`config.mk`:
```
export PLATFORM = sky130hd
export DESIGN_NAME = rxo_receiver
export DESIGN_NICKNAME = d
export VERILOG_FILES = /design/src/rtl/rxo_pkg.sv /design/src/rtl/rxo_sampler.sv /design/src/rtl/rxo_fifo.sv /design/src/rtl/rxo_receiver.sv
export SDC_FILE = /design/constraint.sdc
export NUM_CORES = 1
export LEC_CHECK = 0
export BUFFER_PORTS_ARGS = -buffer_cell sky130_fd_sc_hd__buf_4
export CAP_MARGIN = 25
export CORE_UTILIZATION = 50
export DETAILED_ROUTE_END_ITERATION = 8
export PLACE_DENSITY = 0.68
export SLEW_MARGIN = 20
export SYNTH_ARGS = -nofsm -noshare
export SYNTH_HDL_FRONTEND = slang
export SYNTH_SLANG_ARGS = --single-unit
```
`constraint.sdc`:
```
create_clock -name clk -period 4.7 [get_ports clk]
set_clock_uncertainty 0.15 [all_clocks]
set_input_delay 0.235 -clock clk [delete_from_list [all_inputs] [get_ports clk]]
set_output_delay 0.235 -clock clk [all_outputs]
set_load 0.05 [all_outputs]
```
`src/rtl/rxo_pkg.sv`:
```
package rxo_pkg;

    localparam int DATA_W = 8;

    typedef enum logic [1:0] {
        S_IDLE,
        S_START,
        S_DATA,
        S_STOP
    } rx_state_t;

    typedef struct packed {
        logic              ferr;
        logic              bit9;
        logic [DATA_W-1:0] data;
    } rx_word_t;

    function automatic logic vote3(input logic a, input logic b, input logic c);
        return (a & b) | (a & c) | (b & c);
    endfunction

endpackage

```
`src/rtl/rxo_sampler.sv`:
```
module rxo_sampler
    import rxo_pkg::*;
#(
    parameter int OVS = 16
) (
    input  logic     clk,
    input  logic     rst,
    input  logic     enable,
    input  logic     line,
    input  logic     tick,
    input  logic     nine,
    output logic     done,
    output rx_word_t word
);
    localparam int TW  = $clog2(OVS);
    localparam int MID = OVS / 2;
    localparam int BW  = $clog2(DATA_W + 1);

    rx_state_t       st;
    logic [TW-1:0]   tcnt;
    logic [BW-1:0]   bidx;
    logic [DATA_W:0] shreg;
    logic            s_a, s_b;
    logic [BW-1:0]   last_idx;
    logic [TW-1:0]   tnext;

    assign last_idx = nine ? BW'(DATA_W) : BW'(DATA_W - 1);
    assign tnext    = (tcnt == TW'(OVS - 1)) ? '0 : tcnt + 1'b1;

    always_ff @(posedge clk) begin
        if (rst || !enable) begin
            st    <= S_IDLE;
            tcnt  <= '0;
            bidx  <= '0;
            shreg <= '0;
            s_a   <= 1'b1;
            s_b   <= 1'b1;
            done  <= 1'b0;
            word  <= '0;
        end else begin
            done <= 1'b0;
            if (tick) begin
                if (tcnt == TW'(MID - 1)) s_a <= line;
                if (tcnt == TW'(MID))     s_b <= line;
                case (st)
                    S_IDLE: begin
                        if (!line) begin
                            st   <= S_START;
                            tcnt <= TW'(1);
                        end
                    end
                    S_START: begin
                        if (tcnt == TW'(MID) && line) begin
                            st   <= S_IDLE;
                            tcnt <= '0;
                        end else begin
                            tcnt <= tnext;
                            if (tcnt == TW'(OVS - 1)) begin
                                st   <= S_DATA;
                                bidx <= '0;
                            end
                        end
                    end
                    S_DATA: begin
                        tcnt <= tnext;
                        if (tcnt == TW'(MID + 1))
                            shreg[bidx] <= vote3(s_a, s_b, line);
                        if (tcnt == TW'(OVS - 1)) begin
                            if (bidx == last_idx) st <= S_STOP;
                            else                  bidx <= bidx + 1'b1;
                        end
                    end
                    S_STOP: begin
                        tcnt <= tnext;
                        if (tcnt == TW'(MID + 1)) begin
                            done      <= 1'b1;
                            word.data <= shreg[DATA_W-1:0];
                            word.bit9 <= nine & shreg[DATA_W];
                            word.ferr <= ~vote3(s_a, s_b, line);
                            st        <= S_IDLE;
                            tcnt      <= '0;
                        end
                    end
                    default: st <= S_IDLE;
                endcase
            end
        end
    end

    assert_single_done_R5: assert property (@(posedge clk) disable iff (rst)
        done |=> !done);

    assert_disable_idle_R10: assert property (@(posedge clk) disable iff (rst)
        !enable |=> (st == S_IDLE) && !done);

endmodule

```
`src/rtl/rxo_fifo.sv`:
```
module rxo_fifo
    import rxo_pkg::*;
#(
    parameter int DEPTH = 2
) (
    input  logic     clk,
    input  logic     rst,
    input  logic     flush,
    input  logic     push,
    input  rx_word_t din,
    input  logic     pop_req,
    output rx_word_t head,
    output logic     full,
    output logic     nonempty,
    output logic     pop_ok
);
    localparam int PW = (DEPTH > 1) ? $clog2(DEPTH) : 1;
    localparam int CW = $clog2(DEPTH + 1);

    rx_word_t      mem [DEPTH];
    logic [PW-1:0] wp, rp;
    logic [CW-1:0] count;

    assign full     = (count == CW'(DEPTH));
    assign nonempty = (count != '0);
    assign pop_ok   = pop_req && nonempty;
    assign head     = mem[rp];

    function automatic logic [PW-1:0] bump(input logic [PW-1:0] p);
        return (p == PW'(DEPTH - 1)) ? '0 : p + 1'b1;
    endfunction

    always_ff @(posedge clk) begin
        if (rst || flush) begin
            wp    <= '0;
            rp    <= '0;
            count <= '0;
        end else begin
            if (push) wp <= bump(wp);
            if (pop_ok) rp <= bump(rp);
            count <= count + CW'(push) - CW'(pop_ok);
        end
    end

    for (genvar i = 0; i < DEPTH; i++) begin : g_slot
        always_ff @(posedge clk) begin
            if (rst)
                mem[i] <= '0;
            else if (push && wp == PW'(i))
                mem[i] <= din;
        end
    end

    assert_no_overflow_R8: assert property (@(posedge clk) disable iff (rst)
        (full && push) |-> pop_ok);

    assert_empty_pop_R6: assert property (@(posedge clk) disable iff (rst)
        (!nonempty && pop_req && !push && !flush) |=> !nonempty);

endmodule

```
`src/rtl/rxo_receiver.sv`:
```
module rxo_receiver
    import rxo_pkg::*;
#(
    parameter int OVS   = 16,
    parameter int DEPTH = 2
) (
    input  logic              clk,
    input  logic              rst,
    input  logic              rx_line,
    input  logic              sample_tick,
    input  logic              rx_enable,
    input  logic              nine_bit_mode,
    input  logic              read_strobe,
    output logic [DATA_W-1:0] word_data,
    output logic              word_bit9,
    output logic              word_ferr,
    output logic              overrun,
    output logic              word_avail
);
    logic     done, full, pop_ok, push;
    rx_word_t word, head;

    rxo_sampler #(.OVS(OVS)) u_sampler (
        .clk    (clk),
        .rst    (rst),
        .enable (rx_enable),
        .line   (rx_line),
        .tick   (sample_tick),
        .nine   (nine_bit_mode),
        .done   (done),
        .word   (word)
    );

    assign push = done && !overrun && (!full || pop_ok);

    rxo_fifo #(.DEPTH(DEPTH)) u_fifo (
        .clk      (clk),
        .rst      (rst),
        .flush    (!rx_enable),
        .push     (push),
        .din      (word),
        .pop_req  (read_strobe),
        .head     (head),
        .full     (full),
        .nonempty (word_avail),
        .pop_ok   (pop_ok)
    );

    always_ff @(posedge clk) begin
        if (rst || !rx_enable)
            overrun <= 1'b0;
        else if (done && full && !pop_ok)
            overrun <= 1'b1;
    end

    assign word_data = head.data;
    assign word_bit9 = head.bit9;
    assign word_ferr = head.ferr;

    assert_overrun_sticky_R9: assert property (@(posedge clk) disable iff (rst)
        (overrun && rx_enable) |=> overrun);

    assert_frozen_R9: assert property (@(posedge clk) disable iff (rst)
        (overrun && rx_enable && !read_strobe && full) |=> full);

    assert_flush_R10: assert property (@(posedge clk) disable iff (rst)
        !rx_enable |=> (!word_avail && !overrun));

endmodule

```
== Word level (Yosys, flattened, before mapping) ==
Memory sizes are Yosys's and may differ from the RTL's. A register that Yosys moved wholly into a read port is not among the register bits.
Cells that the tools add are included.
W data, S select, Z words.

* Add/sub/neg operators: 6
* Multiply operators: 0
* Div/mod/pow operators: 0
* Magnitude comparators: 2
* Equal/unequal tests: 17
* Shift-type cells: 0
* Muxes and demuxes: 36
* Bitwise operators: 12
* Reduce and logical (&&, ||, !) cells: 26

{| class="wikitable"
|+ Operator list
! kind !! number
|-
| $mux W4 || 9
|-
| $mux W10 || 2
|-
| $pmux W4 S4 || 1
|-
| $mux W1 || 14
|-
| $eq A4 B4 Y1 const B || 3
|-
| $mux W2 || 6
|-
| $reduce_and A6 Y1 || 2
|-
| $bwmux W9 || 1
|-
| $logic_and A1 B1 Y1 || 9
|-
| $add A4 B1 Y4 const B || 2
|-
| $ne A2 B1 Y1 const B || 4
|-
| $pmux W2 S4 || 1
|-
| $pmux W4 S2 || 1
|-
| $eq A2 B2 Y1 const B || 3
|-
| $ne A2 B2 Y1 const B || 3
|-
| $reduce_and A2 Y1 || 3
|-
| $reduce_and A3 Y1 || 2
|-
| $lt A4 B5 Y1 const B || 1
|-
| $and A1 B1 Y1 || 4
|-
| $demux W1 S4 || 1
|-
| $eq A4 B3 Y1 const B || 1
|-
| $eq A4 B4 Y1 || 1
|-
| $ge A4 B1 Y1 const B || 1
|-
| $logic_not A1 Y1 || 4
|-
| other kinds (11) || 20
|}

* Register bits after elaboration: 37
* Latch bits: 0
* RAM bits: 20
* Memory bits (read-only): 0
* Bits of input ports: 7
* Output and inout bits: 12
* Logic and storage cells: 114
* Memories: 1

{| class="wikitable"
|+ Memories
! memory !! depth !! width !! read ports !! clocked after Yosys merged registers in !! write ports !! line !! text
|-
| u_fifo.mem || 2 || 10 || 1 || 1 || 2 || rxo_fifo.sv:20 || <nowiki>rx_word_t mem [DEPTH];</nowiki>
|}

== Longest topological paths before layout ==
* Word-level depth: 9
* Depth in mapped cells: 8
* Depth with buffers taken out: 8

== Cells and area by module ==
Synthesis repeated with hierarchy kept, for this count alone.

* Cells, all modules: 284
* Area total of the unflattened synthesis: 2803.9 um2

{| class="wikitable"
|+ By module, submodules not included
! module !! times used !! cells each !! area each (um2) !! seq. area each (um2)
|-
| rxo_sampler || 1 || 188 || 1607.8 || 640.6
|-
| rxo_fifo || 1 || 89 || 1136.1 || 700.7
|-
| rxo_receiver || 1 || 7 || 60.1 || 20.0
|}

== Least setup slack after synthesis ==
Ideal clock, no wire load.

* Path type: reg2reg
* Start point: register u_fifo.count[0]
* End point: register u_fifo.count[1]
* Setup time: 0.128 ns
* Arrival: 1.754 ns
* Data required time: 4.422 ns
* Path slack: 2.668 ns
* Stages on the path, launching flop included: 9
* Path buffers: 0
* Period minus slack after synthesis: 2.032 ns
* Cells stage by stage: dfxtp_1 -> or2_2 -> and2_1 -> ha_1 -> inv_1 -> ha_1 -> xor2_1 -> xnor2_1 -> nor2_1

* Cells in the longest elaborated chain, start to end: 6
* Elaborated cells on any way between the ends: 8
* Those cells by class: 2 x add/sub; 1 x eq/ne; 5 x reduce/logical

{| class="wikitable"
|+ RTL lines
! element !! line !! text
|-
| from (decl) || rxo_fifo.sv:22 || <nowiki>logic [CW-1:0] count;</nowiki>
|-
| from (signal assigned) || rxo_fifo.sv:41 || <nowiki>count <= count + CW'(push) - CW'(pop_ok);</nowiki>
|-
| $reduce_bool A2 Y1 * || rxo_fifo.sv:25 || <nowiki>assign nonempty = (count != '0);</nowiki>
|-
| via word_avail || rxo_receiver.sv:18 || <nowiki>output logic word_avail</nowiki>
|-
| $logic_and A1 B1 Y1 * || rxo_fifo.sv:26 || <nowiki>assign pop_ok = pop_req && nonempty;</nowiki>
|-
| via pop_ok || rxo_receiver.sv:20 || <nowiki>logic done, full, pop_ok, push;</nowiki>
|-
| $logic_or A1 B1 Y1 || rxo_receiver.sv:34 || <nowiki>assign push = done && !overrun && (!full || pop_ok);</nowiki>
|-
| $logic_and A1 B1 Y1 || rxo_receiver.sv:34 ||
|-
| $add A2 B1 Y2 || rxo_fifo.sv:41 ||
|-
| $sub A2 B1 Y2 * || rxo_fifo.sv:41 ||
|}

The timed path passes the listed nets; every way through them passes the cells marked *.
A chain may end at the register's enable or synchronous reset.

==> flow_summary.json <==
{
  "power.density_mw_per_mm2": 336,
  "cts_buffer_depth": 2,
  "arrival_ns": 2.29,
  "hp-class": "in2reg",
  "cts_made_buffers": 9,
  "critical_path_required_ns": 4.74,
  "h-tree-depth": 3,
  "finalCritPeriodShare": 0.478,
  "seq_area_frac_synth": 0.493,
  "io_pins": 19,
  "hold_viol_final": 0,
  "critPathKind": "reg2reg",
  "die_h_microns": 76.4,
  "seqCellArea_sq_mm": 0.00136,
  "via_per_inst": 5.19,
  "grt_max_degree": 35,
  "routedWlPerCell_microns": 12.7,
  "worst_pin_slew_ns": 0.901,
  "worst-path-max-fanout": 10,
  "io_buffers": 18,
  "initial_core_util": 0.531,
  "power_switching_uw": 231,
  "cp-end-kind": "flip-flop",
  "syn_inst": 276,
  "cts_resized": 0,
  "clockRootBuffer": "clkbuf_8",
  "p_clk_frac": 0.453,
  "multi_input_area_sq_mm": 0.00133,
  "antenna_found_initial": 0,
  "regToRegEndpoint": "u_fifo.mem[0][4]",
  "drv_slew": 0,
  "drive_gt1_frac": 0.149,
  "reg2reg_slack_ns": 2.45,
  "hold_start": "rx_line",
  "antenna_cells": 0,
  "final_cells": 373,
  "pwr-share-seq": 0.497,
  "leakage_nw": 1.23,
  "grt_use_total": 0.182,
  "ys.flop_type": "dfxtp_1",
  "dr.pass1.iters": 4,
  "tns_ns": 0,
  "synthTopCellsByArea": "dfxtp_1 (28%), edfxtp_1 (22%), ha_1 (6.3%)",
  "routed_wl_microns": 4730,
  "postCtsSetupBuffers": 0,
  "gp_congestion": 0.843,
  "initialDrtViolationCount": 74,
  "setup_viol": 0,
  "swShare": 0.216,
  "r2r_start": "u_fifo.count[1]",
  "synth_area_leader_cell": "dfxtp_1",
  "intPower_uw": 836,
  "synth_cell_types": 40,
  "core-area_sq_mm": 0.00520,
  "dp_cells": 357,
  "synthTopCellsByCount": "dfxtp_1 (38), nor2_1 (28), nand2_1 (24), and2_1 (23), edfxtp_1 (20)",
  "overflow": 0,
  "synth_area_sq_mm": 0.00276,
  "grt_pass1_vias": 1918,
  "area_growth_pct": 14.7,
  "peakVddDrop_v": 0.000192,
  "routed-via-count": 1935,
  "path_clk_slew_ns": 0.06,
  "rsz0062_at_grt": "false",
  "synth_top_area_frac": 0.275,
  "syn_nets": 297,
  "cts_sinks": 58,
  "min_period_ns": 2.25,
  "dpl.hpwl_microns": 3300,
  "cap_violations": 0,
  "die_area_sq_mm": 0.00583,
  "max_freq_ghz": 0.445,
  "fillers": 448,
  "async_flop_share": 0,
  "drc": 0,
  "die_w_microns": 76.4,
  "synth.avg_cell_area_sq_um": 10.0,
  "start_kind": "flip-flop",
  "holdPathStages": 3,
  "pwr-share-comb": 0.050,
  "placementRows": 26,
  "cts_hold_buf": 0,
  "final.setup.worst_slack_ns": 2.45,
  "grt_pass1_wl_microns": 8470,
  "status": "completed",
  "synth_most_common_cell": "dfxtp_1",
  "cts_tree": "done",
  "clk-insertion-delay-late_ns": 0.33,
  "nets": 319,
  "slew_headroom": 0.394,
  "postRouteAntennaNets": 0,
  "min_to": "u_sampler.s_a",
  "ys_warn_count": 0,
  "synth_seq_cells": 58,
  "synth_edf_count": 20,
  "pre_cts_ws_ns": 2.50,
  "worstRegToRegCells": 4
}
[registers in the layout (all words and copies together) (netlist names), named ones only]
signal / flops
u_fifo.wp: 1
u_fifo.rp: 1
u_sampler.bidx: 4
u_sampler.st: 1
u_sampler.word: 10
u_fifo.count: 2
u_sampler.s_a: 1
u_sampler.shreg: 9
u_sampler.done: 1
overrun: 1
u_sampler.tcnt: 4
u_sampler.s_b: 1
u_fifo.mem: 20
[stage by stage]
step | total power, mW | cell area (sq um) | util | hold slack (ns)
2_1_floorplan | 0.577 | 2760 | - | 0.202
3_3_place_gp | 0.594 | 2960 | 0.569 | 0.296
3_5_place_dp | 0.595 | 2960 | 0.569 | 0.298
4_1_cts | 1.08 | 3170 | 0.609 | 0.00815
5_1_grt | 1.10 | 3170 | 0.609 | 0.0335
6_report | 1.07 | 3170 | 0.609 | 0.0228
[cell type report]
class / instances / share of cell area
Sequential cell: 58 / 0.429
Multi-Input combinational cell: 198 / 0.418
Timing Repair Buffer: 19 / 0.0450
Clock buffer: 9 / 0.0391
Tap cell: 70 / 0.0276
Clock inverter: 7 / 0.0264
Inverter: 12 / 0.0142
[routing by layer]
| metal | GRT usage | up-vias | share of wire |
|---|---|---|---|
| met1 | 0.227 | 875 | 0.51 |
| met5 | 0 | - | 0 |
| li1 | - | 1021 | - |
| met4 | 0.0981 | 0 | 0.020 |
| met3 | 0.0359 | 10 | 0.024 |
| met2 | 0.296 | 29 | 0.45 |
[how the worst max path moves through the flow]
stage                       from                end  cells past startpoint
4_1_cts          u_fifo.count[1]   u_fifo.mem[0][4]                      4
6_report         u_fifo.count[1]   u_fifo.mem[0][4]                      4
3_5_place_dp   u_sampler.tcnt[0]  u_sampler.bidx[3]                      6
5_1_grt          u_fifo.count[1]   u_fifo.mem[0][4]                      4
2_1_floorplan    u_fifo.count[0]    u_fifo.count[1]                      8
3_3_place_gp     u_fifo.count[1]   u_fifo.mem[0][3]                      4
[cell families (layout without fill, tap and decap cells)]
kind of cell,count (synthesis),after routing,synth area share
XOR/XNOR,4,4,0.0127
AND/OR/NAND/NOR,118,118,0.224
buffers and inverters,20,47,0.0276
adder cells (fa/ha/maj),15,15,0.0670
AO/OA/AOI/OAI,38,38,0.0883
multiplexers,23,23,0.0878
flip-flops,58,58,0.493
[power groups by stage]
| stage | logic (mW) | clock network (mW) | registers [mW] |
|---|---|---|---|
| after CTS | 0.0544 | 0.496 | 0.530 |
| after floorplan | 0.0368 | 0 | 0.540 |
| after global placement | 0.0535 | 0 | 0.541 |
| after detailed placement | 0.0540 | 0 | 0.541 |
| after global routing | 0.0581 | 0.514 | 0.530 |
| final | 0.0538 | 0.483 | 0.530 |
[placed cells by master, fill, tap and decap left out, types with 2 or more instances in the layout]
master / count
inv_1: 12
nand2b_1: 2
clkbuf_8: 9
or4_1: 3
dfxtp_1: 38
nor3_1: 3
a22oi_1: 2
nor3b_1: 3
nand4b_1: 5
xnor2_1: 3
nand4_1: 2
and2_1: 23
nor2b_1: 3
a41oi_1: 2
mux2i_1: 13
clkinv_1: 3
ha_1: 14
bufinv_16: 2
a31oi_1: 2
edfxtp_1: 20
nand2_1: 24
o21ai_0: 7
and3_1: 2
buf_4: 19
nand3_1: 14
a21oi_1: 19
nor2_1: 28
mux2_2: 10
[worst max-delay path, stage by stage, from the launching register on]
cell and delay, ns:
dfxtp_1 0.32, nor3b_1 0.15, nor3b_1 0.49, nor3b_1 0.76, and2_1 0.24
No activity file was read; power rests on OpenSTA's default activity.
